## config.mk

```make
export PLATFORM = sky130hd
export DESIGN_NAME = irq_trig_ctl
export DESIGN_NICKNAME = d
export VERILOG_FILES = /design/src/rtl/irq_trig_ctl.sv
export SDC_FILE = /design/constraint.sdc
export NUM_CORES = 1
export LEC_CHECK = 0
export ABC_AREA = 1
export BUFFER_PORTS_ARGS = -buffer_cell sky130_fd_sc_hd__buf_4
export CORE_AREA = 2 2 77 57
export CTS_BUF_LIST = sky130_fd_sc_hd__clkbuf_4 sky130_fd_sc_hd__clkbuf_8
export CTS_CLUSTER_DIAMETER = 120
export DETAILED_ROUTE_END_ITERATION = 10
export DIE_AREA = 0 0 79 59
export PLACE_DENSITY = 0.8
export SLEW_MARGIN = 15
export SYNTH_ARGS = -nofsm -noshare
export SYNTH_HDL_FRONTEND = slang
export SYNTH_SLANG_ARGS = --single-unit
export TNS_END_PERCENT = 50
```

## constraint.sdc

```tcl
create_clock -name clk -period 1.9 [get_ports clk]
set_clock_uncertainty 0.05 [all_clocks]
set_input_delay 0.095 -clock clk [delete_from_list [all_inputs] [get_ports clk]]
set_output_delay 0.095 -clock clk [all_outputs]
set_load 0.02 [all_outputs]
```

## src/rtl/irq_trig_ctl.sv

```systemverilog
module irq_trig_ctl #(
  parameter int NLINES = 8,
  parameter int IDXW   = (NLINES > 1) ? $clog2(NLINES) : 1
) (
  input  logic              clk,
  input  logic              rst_n,
  input  logic [NLINES-1:0] line_i,
  input  logic              wr_en,
  input  logic [1:0]        wr_sel,
  input  logic [NLINES-1:0] wr_data,
  input  logic              ack_i,
  output logic              irq_o,
  output logic [IDXW-1:0]   vec_o
);
  localparam logic [1:0] SEL_MASK = 2'd0;
  localparam logic [1:0] SEL_MODE = 2'd1;
  localparam logic [1:0] SEL_EOI  = 2'd2;

  logic [NLINES-1:0] sync_a, sync_b, prev, irr, isr, imr, lvl;
  logic [NLINES-1:0] rise, ack_oh, eoi_oh;
  logic              blocked;

  assign rise = sync_b & ~prev;

  always_ff @(posedge clk or negedge rst_n)
    if (!rst_n) begin
      sync_a <= '0;
      sync_b <= '0;
      prev   <= '0;
    end else begin
      sync_a <= line_i;
      sync_b <= sync_a;
      prev   <= sync_b;
    end

  always_comb begin
    irq_o   = 1'b0;
    vec_o   = '0;
    blocked = 1'b0;
    for (int i = 0; i < NLINES; i++) begin
      blocked = blocked | isr[i];
      if (!irq_o && !blocked && irr[i] && !imr[i]) begin
        irq_o = 1'b1;
        vec_o = IDXW'(i);
      end
    end
  end

  always_comb begin
    ack_oh = '0;
    eoi_oh = '0;
    if (ack_i && irq_o)
      ack_oh[vec_o] = 1'b1;
    if (wr_en && wr_sel == SEL_EOI && int'(wr_data[IDXW-1:0]) < NLINES)
      eoi_oh[wr_data[IDXW-1:0]] = 1'b1;
  end

  always_ff @(posedge clk or negedge rst_n)
    if (!rst_n) begin
      irr <= '0;
      isr <= '0;
      imr <= '1;
      lvl <= '0;
    end else begin
      irr <= (lvl & sync_b) | (~lvl & ((irr & ~ack_oh) | rise));
      isr <= (isr & ~eoi_oh) | ack_oh;
      if (wr_en && wr_sel == SEL_MASK) imr <= wr_data;
      if (wr_en && wr_sel == SEL_MODE) lvl <= wr_data;
    end
endmodule

```

# Word level (Yosys, flattened, before mapping)
# Index checks and enable logic that the tools add are counted.
# op_classes
n_reduce_logical	53
n_addsub	0
n_div	0
multipliers	0
bitwise	19
n_eq_ne	2
n_shift	0
order_cmp	4
n_mux	21
# ops
cell	n
$and 8x8->8	5
$not 8->8	4
$logic_and 1x1->1	29
$or 8x8->8	3
$logic_not 1->1	23
$mux 3	6
$mux 8	2
$mux 1	11
$lt 3x4->1 const B	2
$or 1x1->1	7
$demux 1 s3	2
$ge 3x1->1 const B	2
$eq 2x1->1 const B	1
$eq 2x2->1 const B	1
$logic_not 2->1	1
# totals
word_cells	106
input_bits	22
ff_bits	56
romBits	0
memories	0
latch_bits	0
ram_bits	0

# Longest topological paths before layout
# logic_depth
depth_word	49
depth_mapped	13

# Worst setup path after synthesis
# Ideal clock, no wire load.
# synth_path
path_kind	register -> register
start	reg isr[0]
end	reg irr[0]
arrival_ns	1.527
n_path_buf	0
synth_period_minus_slack_ns	1.698
path_stages_with_launch	13
path_slack_ns	0.202
path_cell_list	dfrtp_1 nor2_4 nand4_4 nor2_4 nand2_2 nand3_1 nor2_1 nor2_1 nand2_1 nor2_1 nand2_1 nand2_1 nand2_1
# synth_via
elab_chain_len	49
elab_cells_between_ends	72
# synth_lines
item	line	rtl
from (decl)	19	logic [NLINES-1:0] sync_a, sync_b, prev, irr, isr, imr, lvl;
from (signal assigned)	66	isr <= (isr & ~eoi_oh) | ack_oh;
$logic_not 1->1	42	if (!irq_o && !blocked && irr[i] && !imr[i]) begin
$logic_and 1x1->1 (2 in a row)	42	
$mux 1	42	
$logic_not 1->1	42	
$logic_and 1x1->1 (3 in a row)	42	
$mux 1	42	
$logic_not 1->1	42	
$logic_and 1x1->1 (3 in a row)	42	
[26 not listed]	-	
net vec_o[2]	13	output logic [IDXW-1:0] vec_o
[2 not listed]	-	
$mux 1 (implied by the code)	53	ack_oh[vec_o] = 1'b1;
$demux 1 s3 *	53	
$mux 8 *	52	if (ack_i && irq_o)
$not 8->8 *	65	irr <= (lvl & sync_b) | (~lvl & ((irr & ~ack_oh) | rise));
$and 8x8->8 *	65	
$or 8x8->8 *	65	
$and 8x8->8 *	65	
$or 8x8->8 *	65	
to (signal assigned)	65	
to (decl)	19	
# Mark *: on every way through the listed nets, which the timed path passes. The rest lies on a longest branch.
# A chain may end at the register's enable or synchronous reset.

# Worst setup path in the final report
# layout_path
start	reg isr[0]
end	out vec_o[2]
# layout_via
elab_chain_len	39
elab_cells_between_ends	57
# layout_lines
item	line
$logic_not 1->1	42
$logic_and 1x1->1 (2 in a row)	42
$mux 1	42
$logic_not 1->1	42
$logic_and 1x1->1 (3 in a row)	42
$mux 1	42
$logic_not 1->1	42
$logic_and 1x1->1 (3 in a row)	42
[12 not listed]	-
$logic_and 1x1->1 (3 in a row)	42
$mux 1	42
$logic_not 1->1	42
$logic_and 1x1->1 (3 in a row)	42
$mux 1	42
$logic_not 1->1	42
$logic_and 1x1->1 (3 in a row)	42
$mux 3 *	42
to (decl)	13
# Every way passes the cells marked *; elsewhere a longest branch is shown, timed or not.

==> tab_implementation.tex <==
\begin{tabular}{lr}
\hline
Metric & Value \\
\hline
\multicolumn{2}{l}{\textbf{Floorplan}} \\
\quad Die area & approximately 4700 sq um \\
\quad Core area & between 3000 and 4000 sq um \\
\quad Initial cell density of the core & around 59\% \\
\quad Horizontal die dimension & slightly below 80 um \\
\quad I/O pin cnt & 26 \\
\quad Number of rows in the core area & 19 \\
\quad Vertical die dimension & 59 um \\
\multicolumn{2}{l}{\textbf{Drt}} \\
\quad Average wire per cell in the routed design & 12.5 um \\
\quad Initial DRC count & 121 \\
\quad DR top layer & met4 \\
\quad Number of iterations in the first detailed-routing pass & 4 \\
\quad Vias per std cell & 4.80 \\
\quad Metal2 WL & 1930 um \\
\quad DR DRC count & 0 \\
\quad Post-detailed-route count of antenna-violating nets & 0 \\
\quad Vias & around 1,600 \\
\quad WL final & 4250 um \\
\quad DR WL met3 & 210 um \\
\quad Post-Route M1 WL & 2050 um \\
\multicolumn{2}{l}{\textbf{Synth}} \\
\quad Most common cell in the synthesized netlist & nand2\_1 \\
\quad Share of the yosys chip area belonging to registers & between 60\% and 70\% \\
\quad Leading area contributor after synthesis & dfrtp\_1 \\
\quad Post-Synthesis Cells & 238 \\
\quad Unique masters post-synth & 23 \\
\quad Async set-or-reset flop fraction in the synthesized netlist & 100\% \\
\quad Leading post-synthesis cells by cell area & dfrtp\_1, dfstp\_2, nand2\_1, inv\_1, o21ai\_0 \\
\quad Top cell types by occurrence after synthesis & nand2\_1, dfrtp\_1, inv\_1, o21ai\_0, nor2\_1 \\
\quad Area share of the leading cell type in the synthesized netlist & 52.8\% \\
\quad Mapped Nets & 260 \\
\quad Count of flip-flops with a built-in enable after synthesis & 0 \\
\quad Cell Area, Synth & approximately 2300 sq um \\
\quad Most used flip-flop cell after synthesis & dfrtp\_1 \\
\quad Number of flip-flops and latches in the synthesized netlist & 56 \\
\quad Count of yosys warnings during synthesis & 0 \\
\quad Average size of a mapped cell & 9.56 sq um \\
\multicolumn{2}{l}{\textbf{Global routing}} \\
\quad Wire length of the first global-routing pass & 7510 um \\
\quad Grt total ovfl & 0 \\
\quad Largest net degree at the start of global routing & 57 \\
\quad Overall fraction of global-route tracks in use & 21.6\% \\
\quad Number of antenna violations at the first check in global routing & 0 \\
\quad Via count of the first global-routing pass & 1,643 \\
\multicolumn{2}{l}{\textbf{Clocking}} \\
\quad TritonCTS clock tree & done \\
\quad CTS clk-pin slew, worst paths & 90 ps \\
\quad CTS Root Buffer Type & clkbuf\_8 \\
\quad Clk Latency, worst-skew pair & 310 ps \\
\quad CTS sink count & 56 \\
\quad TritonCTS buffer count & 5 \\
\quad Max clock buf depth & 2 \\
\quad H-tree depth & 2 \\
\multicolumn{2}{l}{\textbf{Timing}} \\
\quad Slew at the pin closest to its max-slew limit & 650 ps \\
\quad Worst relative slew slack & 56.6\% \\
\quad Final clock period utilization by the worst path & 103\% \\
\quad Maximum clock frequency & 509 MHz \\
\quad Setup repair after global routing missed its margin & true \\
\quad Final period demand of the worst path & 1960 ps \\
\quad Min Hold Slack & 22.5 ps \\
\quad Setup\_tns & -193 ps \\
\quad Number of hold-slack violations in the final timing report & 0 \\
\quad Worst setup slack after layout & -62.8 ps \\
\quad Total count of max-transition violations in the final report & 0 \\
\quad Setup Viol. Count Final & 5 \\
\multicolumn{2}{l}{\textbf{Place}} \\
\quad Total half-perimeter wirelength after legalization and detailed placement & between 2000 and 3000 um \\
\quad Setup WS pre-CTS & 96.4 ps \\
\quad Total placed instance area & 2520 sq um \\
\quad Routability cong. & 0.844 \\
\quad Quantity of I/O buffers inserted on ports & 25 \\
\multicolumn{2}{l}{\textbf{Worst setup path}} \\
\quad Critical path's top delay family & simple AND/OR/NAND/NOR gates \\
\quad Startpoint-to-endpoint class of the critical path & reg -> out \\
\quad Number of cells on the worst reg-to-reg path & 13 \\
\quad Critical Path, Cell by Cell & nor2\_4 -> nand4\_4 -> nor2\_4 -> nand2\_4 -> a21oi\_2 -> nor2\_1 -> nand2\_2 -> buf\_6 \\
\quad Largest stage delay on the critical path & roughly 430 ps \\
\quad Standard cell with the maximum stage delay on the critical path & dfrtp\_1 \\
\quad Number of logic stages on the critical path including buffering & 8 \\
\quad Worst path most repeated cell & nor2\_4 \\
\quad Endpoint kind of the worst setup timing path & output pin \\
\quad Combined buffer and inverter count along the critical path & 1 \\
\quad Sort of element at the start of the critical path & flop \\
\quad CP Data Arrival Time & 1820 ps \\
\quad CP max FO & 5 \\
\quad WP data required & between 1500 and 2000 ps \\
\multicolumn{2}{l}{\textbf{Power and ir drop}} \\
\quad Fraction of power consumed by the clock network & 26.1\% \\
\quad Net switching power & 867 uW \\
\quad Pwr/cell area & 1010 nW/um\^{}2 \\
\quad Net Sw Frac & about 30\% \\
\quad Seq pwr share & 50.1\% \\
\quad Combinational power share & 23.8\% \\
\quad Worst IR Drop VDD & 0.658 mV \\
\quad Cell-internal power & between 2000 and 2500 uW \\
\quad Static power due to leakage & about 0.0015 uW \\
\multicolumn{2}{l}{\textbf{Run status}} \\
\quad Violations in the final reports & setup timing \\
\quad Outcome & finished, violations left \\
\multicolumn{2}{l}{\textbf{Layout}} \\
\quad Relative area change from synthesis to final layout & 26.9\% \\
\quad Final Util & 75.0\% \\
\quad Design area & 2890 sq um \\
\quad Number of nets in the layout & roughly 300 \\
\quad Share of layout cells above drive strength 1 & 26.7\% \\
\quad Diode insertion count for antenna repair & 0 \\
\multicolumn{2}{l}{\textbf{Hold path}} \\
\quad Min-Delay Path Class & in -> reg \\
\quad Min-Delay Path Depth & 3 \\
\multicolumn{2}{l}{\textbf{Flow run}} \\
\quad Number of violations of the max-capacitance limit & 0 \\
\hline
\end{tabular}
-- sequential cells by signal, indices dropped and copies added, names as in the netlist --
register  cells
isr           8
sync_a        8
irr           8
lvl           8
prev          8
imr           8
sync_b        8
-- cell type report --
class | count | area, sq um
clock inverters | 2 | 35.0
clock buffers | 6 | 76.3
fillers | 293 | 965
inverters | 42 | 160
multi-input cells | 138 | 762
well taps | 52 | 65.1
flip-flops and latches | 56 | 1410
repair buffers | 44 | 377
-- cells in the final DEF, fill, tap and decap left out, types with 2 or more instances in the layout --
master	synthesis	routed
dfrtp_1	48	48
a21oi_2	2	2
nor4_1	2	2
nand3_1	10	6
clkbuf_8	0	5
dlygate4sd3_1	0	14
nor3_1	3	3
nand2_4	0	2
nand2_2	6	6
o21ai_0	26	26
inv_1	41	38
nand3_2	2	5
nand4_4	1	2
nor2_2	3	5
nor2_1	19	16
nor2_4	3	4
buf_4	0	27
o31ai_1	3	3
inv_2	0	2
buf_6	0	3
dfstp_2	8	8
nand2_1	52	50
-- cell families after synthesis --
family / count (synthesis) / synth area share (%)
AND/OR/NAND/NOR: 104 / 22.3
AO/OA/AOI/OAI: 34 / 8.36
buffers and inverters: 44 / 7.26
flip-flops: 56 / 62.0
-- power by group through the flow --
| stage | Sequential, uW | Combinational [uW] | Clock [uW] |
|---|---|---|---|
| detailed placement | 1480 | 592 | 0 |
| floorplan | 1460 | 417 | 0 |
| CTS | 1460 | 679 | 787 |
| global placement | 1480 | 578 | 0 |
| global route | 1490 | 786 | 831 |
| finish | 1460 | 696 | 763 |
-- metrics by stage --
stage                     instances  total power, uW
after floorplan                 238             1880
after global placement          313             2060
after detailed placement        313             2080
after CTS                       339             2930
after global routing            340             3100
final                           340             2920
-- routing by layer --
metal	track usage, %	vias up
met5	0	-
met4	6.65	0
met3	5.03	7
met2	34.1	35
met1	30.4	749
li1	-	840
-- path summary, 6_finish.rpt --
check / start / to / slack, ps
setup / recovery: isr[0] / vec_o[2] / -60
hold / removal: wr_data[0] / imr[0] / 20
setup reg to reg: isr[0] / irr[4] / -30
hold reg to reg: sync_a[7] / sync_b[7] / 300
max in group asynchronous: rst_n / lvl[3] / 1050
min in group asynchronous: rst_n / prev[1] / 310
-- worst reg2reg max path, stage by stage (launching register included) --
cell	delay [ps]
dfrtp_1	430
nor2_4	220
nand4_4	130
inv_1	100
nand2_2	70
inv_1	90
nor2_4	60
a21oi_2	180
nand2_4	70
buf_4	140
nor2_2	100
nand2_1	90
nand2_1	70
nand2_1	40
-- repair_timing --
action                                  in CTS  in global routing
hold endpoints to repair                    61                  0
setup buffers                                4                  1
hold buffers                                14                  0
pin swaps                                    5                  7
gates resized for setup                     16                  5
endpoints found under the setup margin       3                 15
Power figures use the tool's default switching activity.
